--- src/rtl/msgout_pkg.sv ---
package msgout_pkg;
  typedef enum logic [2:0] {
    S_IDLE, S_DECIDE, S_SEND, S_PCHK, S_HOST, S_DONE
  } state_e;

  // what the byte in flight is, selects the step after acceptance
  typedef enum logic [1:0] {
    K_ID_MK, K_ID_TAG, K_TAGHDR, K_FINAL
  } kind_e;
endpackage

--- src/rtl/msgout_ident.sv ---
module msgout_ident #(
  parameter int unsigned      DW         = 8,
  parameter int unsigned      LUN_W      = 4,
  parameter int unsigned      DISC_BIT   = 6,
  parameter logic [DW-1:0]    IDENT_CODE = 8'h80
) (
  input  logic             wide_i,
  input  logic [LUN_W-1:0] lun_i,
  input  logic             disc_i,
  output logic [DW-1:0]    ident_o
);
  localparam int unsigned NARROW_W = LUN_W - 1;

  logic [DW-1:0] lun_ext;

  for (genvar j = 0; j < DW; j++) begin : g_bit
    if (j < NARROW_W) begin : g_narrow
      assign lun_ext[j] = lun_i[j];
    end else if (j < LUN_W) begin : g_wide
      assign lun_ext[j] = lun_i[j] & wide_i;
    end else begin : g_zero
      assign lun_ext[j] = 1'b0;
    end
  end

  assign ident_o = IDENT_CODE | (DW'(disc_i) << DISC_BIT) | lun_ext;
endmodule

--- src/rtl/msgout_fsm.sv ---
module msgout_fsm
  import msgout_pkg::*;
#(
  parameter int unsigned   DW         = 8,
  parameter logic [DW-1:0] IDENT_CODE = 8'h80,
  parameter logic [DW-1:0] HOST_CODE  = 8'hFF,
  parameter logic [DW-1:0] NOOP_CODE  = 8'h08,
  parameter logic [DW-1:0] TAG_HDR    = 8'h20
) (
  input  logic          clk_i,
  input  logic          rst_ni,
  input  logic          start_i,
  input  logic [DW-1:0] pend_msg_i,
  input  logic [DW-1:0] ident_i,
  input  logic          mk_msg_i,
  input  logic          tag_en_i,
  input  logic [1:0]    tag_type_i,
  input  logic [DW-1:0] tag_val_i,
  input  logic          phase_mout_i,
  input  logic          host_resume_i,
  input  logic          host_phasemis_i,
  input  logic [DW-1:0] host_byte_i,
  input  logic          byte_ready_i,
  output logic [DW-1:0] byte_o,
  output logic          byte_valid_o,
  output logic          atn_o,
  output logic          host_wait_o,
  output logic          done_o,
  output logic [DW-1:0] last_msg_o
);
  state_e        state_q, state_d;
  kind_e         kind_q, kind_d;
  logic [DW-1:0] byte_q, byte_d;
  logic          atn_q, atn_d;
  logic [DW-1:0] last_q;

  always_comb begin
    state_d = state_q;
    kind_d  = kind_q;
    byte_d  = byte_q;
    atn_d   = atn_q;
    unique case (state_q)
      S_IDLE: if (start_i) begin
        atn_d   = 1'b1;
        state_d = S_DECIDE;
      end
      S_DECIDE: begin
        if (pend_msg_i == IDENT_CODE) begin
          byte_d  = ident_i;
          state_d = S_SEND;
          if (mk_msg_i) begin
            kind_d = K_ID_MK;
          end else if (tag_en_i) begin
            kind_d = K_ID_TAG;
          end else begin
            kind_d = K_FINAL;
            atn_d  = 1'b0;
          end
        end else if (pend_msg_i == HOST_CODE) begin
          state_d = S_HOST;
        end else begin
          byte_d  = pend_msg_i;
          kind_d  = K_FINAL;
          atn_d   = 1'b0;
          state_d = S_SEND;
        end
      end
      S_SEND: if (byte_ready_i) state_d = (kind_q == K_ID_MK) ? S_HOST : S_PCHK;
      S_PCHK: begin
        if (!phase_mout_i) begin
          state_d = S_DONE;
        end else begin
          unique case (kind_q)
            K_ID_TAG: begin
              byte_d  = TAG_HDR | DW'(tag_type_i);
              kind_d  = K_TAGHDR;
              state_d = S_SEND;
            end
            K_TAGHDR: begin
              byte_d  = tag_val_i;
              kind_d  = K_FINAL;
              atn_d   = 1'b0;   // drop attention before the last byte
              state_d = S_SEND;
            end
            default: begin       // target kept message-out: retry all
              atn_d   = 1'b1;
              state_d = S_DECIDE;
            end
          endcase
        end
      end
      S_HOST: if (host_resume_i) begin
        if (host_phasemis_i) begin
          state_d = S_DONE;
        end else begin
          byte_d  = host_byte_i;
          kind_d  = K_FINAL;
          atn_d   = 1'b0;
          state_d = S_SEND;
        end
      end
      S_DONE:  state_d = S_IDLE;
      default: state_d = S_IDLE;
    endcase
    if (state_d == S_DONE) atn_d = 1'b0;
  end

  always_ff @(posedge clk_i or negedge rst_ni) begin
    if (!rst_ni) begin
      state_q <= S_IDLE;
      kind_q  <= K_FINAL;
      byte_q  <= '0;
      atn_q   <= 1'b0;
      last_q  <= NOOP_CODE;
    end else begin
      state_q <= state_d;
      kind_q  <= kind_d;
      byte_q  <= byte_d;
      atn_q   <= atn_d;
      if (state_q == S_DONE) last_q <= pend_msg_i;
    end
  end

  assign byte_o       = byte_q;
  assign byte_valid_o = (state_q == S_SEND);
  assign atn_o        = atn_q;
  assign host_wait_o  = (state_q == S_HOST);
  assign done_o       = (state_q == S_DONE);
  assign last_msg_o   = last_q;
endmodule

--- src/rtl/msgout_seq.sv ---
module msgout_seq #(
  parameter int unsigned   DW         = 8,
  parameter int unsigned   LUN_W      = 4,
  parameter int unsigned   DISC_BIT   = 6,
  parameter logic [DW-1:0] IDENT_CODE = 8'h80,
  parameter logic [DW-1:0] HOST_CODE  = 8'hFF,
  parameter logic [DW-1:0] NOOP_CODE  = 8'h08,
  parameter logic [DW-1:0] TAG_HDR    = 8'h20
) (
  input  logic             clk_i,
  input  logic             rst_ni,
  input  logic             start_i,
  input  logic [DW-1:0]    pend_msg_i,
  input  logic             wide_i,
  input  logic [LUN_W-1:0] lun_i,
  input  logic             disc_i,
  input  logic             tag_en_i,
  input  logic [1:0]       tag_type_i,
  input  logic [DW-1:0]    tag_val_i,
  input  logic             mk_msg_i,
  input  logic             phase_mout_i,
  input  logic             host_resume_i,
  input  logic             host_phasemis_i,
  input  logic [DW-1:0]    host_byte_i,
  input  logic             byte_ready_i,
  output logic [DW-1:0]    byte_o,
  output logic             byte_valid_o,
  output logic             atn_o,
  output logic             host_wait_o,
  output logic             done_o,
  output logic             pend_clr_o,
  output logic [DW-1:0]    last_msg_o
);
  logic [DW-1:0] ident;
  logic          done;

  msgout_ident #(
    .DW(DW), .LUN_W(LUN_W), .DISC_BIT(DISC_BIT), .IDENT_CODE(IDENT_CODE)
  ) i_ident (
    .wide_i (wide_i),
    .lun_i  (lun_i),
    .disc_i (disc_i),
    .ident_o(ident)
  );

  msgout_fsm #(
    .DW(DW), .IDENT_CODE(IDENT_CODE), .HOST_CODE(HOST_CODE),
    .NOOP_CODE(NOOP_CODE), .TAG_HDR(TAG_HDR)
  ) i_fsm (
    .clk_i          (clk_i),
    .rst_ni         (rst_ni),
    .start_i        (start_i),
    .pend_msg_i     (pend_msg_i),
    .ident_i        (ident),
    .mk_msg_i       (mk_msg_i),
    .tag_en_i       (tag_en_i),
    .tag_type_i     (tag_type_i),
    .tag_val_i      (tag_val_i),
    .phase_mout_i   (phase_mout_i),
    .host_resume_i  (host_resume_i),
    .host_phasemis_i(host_phasemis_i),
    .host_byte_i    (host_byte_i),
    .byte_ready_i   (byte_ready_i),
    .byte_o         (byte_o),
    .byte_valid_o   (byte_valid_o),
    .atn_o          (atn_o),
    .host_wait_o    (host_wait_o),
    .done_o         (done),
    .last_msg_o     (last_msg_o)
  );

  assign done_o     = done;
  assign pend_clr_o = done;
endmodule

--- config.mk ---
export PLATFORM = sky130hd
export DESIGN_NAME = msgout_seq
export DESIGN_NICKNAME = d
export VERILOG_FILES = /design/src/rtl/msgout_pkg.sv /design/src/rtl/msgout_ident.sv /design/src/rtl/msgout_fsm.sv /design/src/rtl/msgout_seq.sv
export SDC_FILE = /design/constraint.sdc
export NUM_CORES = 1
export LEC_CHECK = 0
export CORE_MARGIN = 8
export CORE_UTILIZATION = 31
export DETAILED_ROUTE_END_ITERATION = 7
export SYNTH_ARGS = -nofsm -noshare
export SYNTH_HDL_FRONTEND = slang
export SYNTH_SLANG_ARGS = --single-unit
export TNS_END_PERCENT = 30
--- constraint.sdc ---
create_clock -name clk_i -period 3.9 [get_ports clk_i]
set_clock_uncertainty 0.05 [all_clocks]
set_input_delay 0.78 -clock clk_i [delete_from_list [all_inputs] [get_ports clk_i]]
set_output_delay 0.78 -clock clk_i [all_outputs]
set_load 0.03 [all_outputs]
==> results of run 1 <==
power by group through the flow:
| stage | combinational [W] | clock (W) | sequential, W |
|---|---|---|---|
| floorplan | 0.000408 | 0 | 0.000579 |
| global placement | 0.000866 | 0 | 0.000434 |
| detailed placement | 0.000872 | 0 | 0.000437 |
| CTS | 0.000876 | 0.000169 | 0.000436 |
| global route | 0.000927 | 0.000177 | 0.000453 |
| finish | 0.000863 | 0.000161 | 0.000437 |
cells by family after synthesis:
logic type | Yosys count | synth area share (%)
buf+inv | 14 | 5.54
simple gates | 38 | 17.8
fa+ha+maj | 3 | 2.73
xor+xnor | 1 | 0.636
mux | 20 | 15.7
flops | 22 | 40.2
compound gates | 32 | 17.3
layout make-up:
| class | count | area, sq um | area share (%) |
|---|---|---|---|
| flip-flops and latches | 22 | 554 | 26.8 |
| well taps | 52 | 65.1 | 3.15 |
| clock buffers | 4 | 55.1 | 2.67 |
| inverters | 9 | 33.8 | 1.64 |
| multi-input cells | 94 | 747 | 36.2 |
| repair buffers | 61 | 611 | 29.6 |
per-layer routing:
metal	track usage, %	vias up
li1	-	606
met1	15.6	606
met2	20.7	49
met3	4.65	4
met4	3.62	0
met5	0	-
worst min-delay path by stage:
stage	to	slack, ps	depth (start not counted)
after floorplan	i_fsm.atn_o	430	0
after global placement	i_fsm.last_msg_o[5]	430	1
after detailed placement	i_fsm.byte_o[2]	440	1
after CTS	i_fsm.byte_o[2]	450	1
after global routing	i_fsm.last_msg_o[1]	480	1
final	i_fsm.byte_o[2]	450	1
state kept, by name, indices dropped and copies added (netlist names):
register / count
i_fsm.byte_o: 8
i_fsm.last_msg_o: 8
i_fsm.state_q: 3
i_fsm.kind_q: 2
i_fsm.atn_o: 1
metrics by stage:
step	utilization (%)	area [sq um]	hold slack, ps
6_report	47.8	2070	445
5_1_grt	47.8	2070	482
4_1_cts	47.8	2070	450
3_5_place_dp	46.5	2010	436
3_3_place_gp	46.5	2010	429
2_1_floorplan	-	1380	434
layout by cell type (no fill, tap or decap), drive strengths merged, types with 2 or more instances in the layout:
cell	count
clkdlybuf4s50	61
dfrtp	19
mux2	13
inv	9
nand2	9
nor2	8
mux2i	7
a31oi	6
a21oi	6
clkbuf	4
nand2b	3
nand4	3
nor3	3
ha	3
dfstp	3
o22ai	3
o21ai	3
nand3b	2
nor2b	2
nand3	2
a22o	2
a22oi	2
o221ai	2
==> impl_metrics.toml, run 1 <==
[power]
combPwrFrac_pct = 59.0
p_switching_w = 0.000634
switching_share_pct = 43.4
p_leak_nw = 0.837
power-per-cell-area_nw_per_um2 = 708
pwr-share-clk_pct = 11.0
peakVddDrop_v = 0.000449
finalPower_w = 0.00146
power.internal_w = 0.000827
seqPwrFrac_pct = 29.9

[synthesis]
ys_warn_count = 0
syn-num-nets = 174
synth_edf_count = 0
yosysTopAreaCellShare_pct = 34.5
syn_inst = 130
synth.cells.most_frequent = "dfrtp_1 (19), mux2_1 (9), inv_1 (8)"
async_reset_ff_share_pct = 100
avgSynthCellArea_sq_um = 10.6
ys.flop_type = "dfrtp_1"
ys_ff_latch = 22
ys_seq_area_share_pct = 40.2
yosysTopAreaCell = "dfrtp_1"
synth.most_common_cell = "dfrtp_1"
yosysUniqueCellTypes = 47
synth_area_leaders = "dfrtp_1 (35%), mux2_1 (7.4%), dfstp_2 (5.7%)"
syn_area_sq_um = 1380

[grt]
grt_overflow = 0
track_usage_pct = 12.8
grt_pass1_wl_mm = 6.76
grt_pass1_vias = 1406
grt_max_degree = 23
antenna_found_initial = 0

[clocking]
cts_setup_buffers = 0
clock_path_buffers = 2
clock_sinks = 22
cts_tree = "built"
ctsHoldBuffers = 0
post_cts_resize_count = 0
htree_levels = 1
root_buffer = "clkbuf_8"
clkTransAtPathRegs_ps = 80
cts_buffers = 3
clk_latency_ps = 260

[place]
hpwlAfterDp_mm = 3.48
place.gp.congestion = 0.872
numPortBuffers = 61
dp_cells = 238
dp_slack_ps = 1060

[worst_setup_path]
path_max_fanout = 13
crit_end = "host_wait_o"
crit_type = "flip-flop to output port"
startpoint = "i_fsm.state_q[1]"
path_depth = 3
cp.required_ps = 3070
slowest_delay_ps = 720
ff2ff_path_depth = 5
r2r-start = "i_fsm.state_q[1]"
start_kind = "flip-flop"
path_buf_inv = 2
critPathArrivalTime_ps = 2180
crit_path_end_kind = "output port"
path_delay_family = "buffers and inverters"
cp_cell_sequence = "or3b_1 -> inv_2 -> clkdlybuf4s50_1"
reg2reg_slack_ps = 1870
reg2reg_to = "i_fsm.byte_o[5]"
slowest_stage = "clkdlybuf4s50_1"

[routing]
vias = 1265
dr.max_layer_used = "met4"
wl_met2_mm = 2.00
met3_length_um = 352
antenna_left = 0
drt-pass1-iter-count = 4
routedWlPerCell_um = 17.6
drc_errors = 0
via_per_inst = 5.23
drt-met1-wl_mm = 1.87
drt-total-wl_mm = 4.26
drt_iter0_drc = 62

[hold_path]
min_from = "i_fsm.byte_o[2]"
hold_path.class = "flip-flop to flip-flop"

[sta]
worst_pin_slew_ps = 1010
max_freq_mhz = 332
slew_viol_final = 0
finalSetupViolCount = 0
final.min_clock_period_ps = 3010
rsz0062_at_grt = "no"
post-route-worst-setup-slack_ps = 890
final.period_utilization_pct = 77.2
setup_tns_ps = 0
slew_headroom_pct = 32.5
finalHoldViolations = 0

[run]
drv_cap = 0

[finish]
final_layout_size_suffix_gt1_share_pct = 12.1
area_growth_pct = 50.0
nNetsFinal = 235
antenna_cells = 0
final_cell_count_no_fill = 242
fill_cells = 413

[floorplan]
core_sq_um = 4320
die_w_um = 82.7
io-pin-count = 62
start_util_pct = 31.9
die_area_sq_um = 6830
num_rows = 24
die_y_um = 82.7

[status]
status = "finished, final reports clean"
Note: power is estimated with default switching activity, not from simulation.
==> run 2: changes to the inputs <==
==> constraint.sdc (replaced) <==
create_clock -name clk_i -period 2.9 [get_ports clk_i]
set_clock_uncertainty 0.05 [all_clocks]
set_input_delay 0.58 -clock clk_i [delete_from_list [all_inputs] [get_ports clk_i]]
set_output_delay 0.58 -clock clk_i [all_outputs]
set_load 0.03 [all_outputs]
==> run 2 against run 1 <==
Against the previous run: first-iteration DRC count increased by 8.1%; clock-buffer cell count down 1; largest power group unchanged; routed wire length up 2.4%; power up 42%; worst hold slack improved by 2.5 ps; non-clock buffer count grew 7; via count rose by 1.0%; highest routed layer unchanged; critical path depth is the same; cell count is 2.9% higher; core utilization grew 1.6 points.
==> impl_metrics.toml, run 2 (same netlist as run 1, synthesis figures left out) <==
[grt]
grt_max_degree = 23
antenna_found_initial = 0
track_usage_pct = 13.5
grt_overflow = 0
grt_pass1_vias = 1429
grt_pass1_wl_mm = 7.16

[clocking]
clock_sinks = 22
ctsHoldBuffers = 0
root_buffer = "clkbuf_8"
cts_tree = "built"
clock_path_buffers = 2
cts_setup_buffers = 0
post_cts_resize_count = 0
clk_latency_ps = 270
clkTransAtPathRegs_ps = 90
htree_levels = 1
cts_buffers = 3

[floorplan]
num_rows = 24
core_sq_um = 4320
start_util_pct = 31.9
die_w_um = 82.7
die_area_sq_um = 6830
io-pin-count = 62
die_y_um = 82.7

[routing]
drt-pass1-iter-count = 6
drt-total-wl_mm = 4.36
antenna_left = 0
drc_errors = 0
vias = 1278
drt_iter0_drc = 67
routedWlPerCell_um = 17.5
via_per_inst = 5.13

[status]
status = "finished, final reports clean"

[power]
power.internal_w = 0.00120
combPwrFrac_pct = 59.6
p_leak_nw = 0.879
pwr-share-clk_pct = 14.0
p_switching_w = 0.000868
seqPwrFrac_pct = 26.4
finalPower_w = 0.00207
peakVddDrop_v = 0.000671
switching_share_pct = 42.0
power-per-cell-area_nw_per_um2 = 969

[sta]
final.period_utilization_pct = 91.5
setup_tns_ps = 0
worst_pin_slew_ps = 362
slew_headroom_pct = 75.9
finalHoldViolations = 0
max_freq_mhz = 377
final.min_clock_period_ps = 2650
post-route-worst-setup-slack_ps = 246
rsz0062_at_grt = "no"
slew_viol_final = 0
finalSetupViolCount = 0

[worst_setup_path]
slowest_delay_ps = 670
slowest_stage = "clkdlybuf4s50_1"
crit_path_end_kind = "output port"
startpoint = "i_fsm.state_q[2]"
cp_cell_sequence = "or3b_1 -> inv_2 -> clkdlybuf4s50_1"
crit_type = "flip-flop to output port"
critPathArrivalTime_ps = 2020
start_kind = "flip-flop"
path_max_fanout = 9
path_delay_family = "buffers and inverters"
cp.required_ps = 2270
r2r-start = "i_fsm.state_q[2]"
path_buf_inv = 2

[finish]
area_growth_pct = 55.0
antenna_cells = 0
nNetsFinal = 242
final_cell_mix = "clkdlybuf4s50_1 (61), dfrtp_1 (19), mux2_1 (9)"
layout_commonest_cell = "clkdlybuf4s50_1"
final_layout_size_suffix_gt1_share_pct = 15.2

[run]
drv_cap = 0

[hold_path]
hold_path.class = "flip-flop to flip-flop"
min_from = "i_fsm.last_msg_o[1]"

[place]
hpwlAfterDp_mm = 3.55
place.gp.congestion = 0.799
numPortBuffers = 61
dp_slack_ps = 409
[run 2: cell types whose count changed in the layout (fill, tap and decap cells not counted), sizes merged]
cell    previous run  this run
clkbuf             4         3
bufinv             0         1
buf                0         7
[run 2: power by group through the flow]
stage | combinational [W] | clock (W) | sequential (W)
5_1_grt | 0.00133 | 0.000310 | 0.000569
3_3_place_gp | 0.00125 | 0 | 0.000548
3_5_place_dp | 0.00124 | 0 | 0.000548
4_1_cts | 0.00125 | 0.000295 | 0.000547
2_1_floorplan | 0.000549 | 0 | 0.000778
6_report | 0.00123 | 0.000290 | 0.000545
[run 2: per-layer routing]
metal	track usage [%]	share of wire (%)	up-vias
met5	0	0	-
met4	3.10	0.66	0
met3	4.55	8.0	2
met2	21.4	46	51
met1	17.3	45	607
li1	-	-	618
[run 2: area by class of cell]
| type | instances | area, sq um |
|---|---|---|
| Sequential cell | 22 | 554 |
| Fill cell | 425 | 2190 |
| Clock inverter | 1 | 30.0 |
| Tap cell | 52 | 65.1 |
| Inverter | 9 | 33.8 |
| Multi-Input combinational cell | 94 | 747 |
| Clock buffer | 3 | 41.3 |
| Timing Repair Buffer | 68 | 663 |
[run 2: path summary, 6_finish.rpt]
path | to | slack (ps) | depth (start not counted)
max in group asynchronous | i_fsm.last_msg_o[3] | 1900 | 2
min in group asynchronous | i_fsm.byte_o[4] | 610 | 2
worst max-delay path | host_wait_o | 250 | 3
worst min register to register | i_fsm.last_msg_o[1] | 450 | 1
worst min-delay path | i_fsm.last_msg_o[1] | 450 | 1
worst max register to register | i_fsm.byte_o[5] | 800 | 6
[run 2: through the flow]
step / instances / hold slack [ps] / cell area (sq um) / utilization [%]
global route: 249 / 467 / 2130 / 49.4
finish: 249 / 448 / 2130 / 49.4
floorplan: 130 / 234 / 1380 / -
detailed placement: 245 / 434 / 2060 / 47.7
CTS: 249 / 453 / 2130 / 49.4
global placement: 245 / 429 / 2060 / 47.7
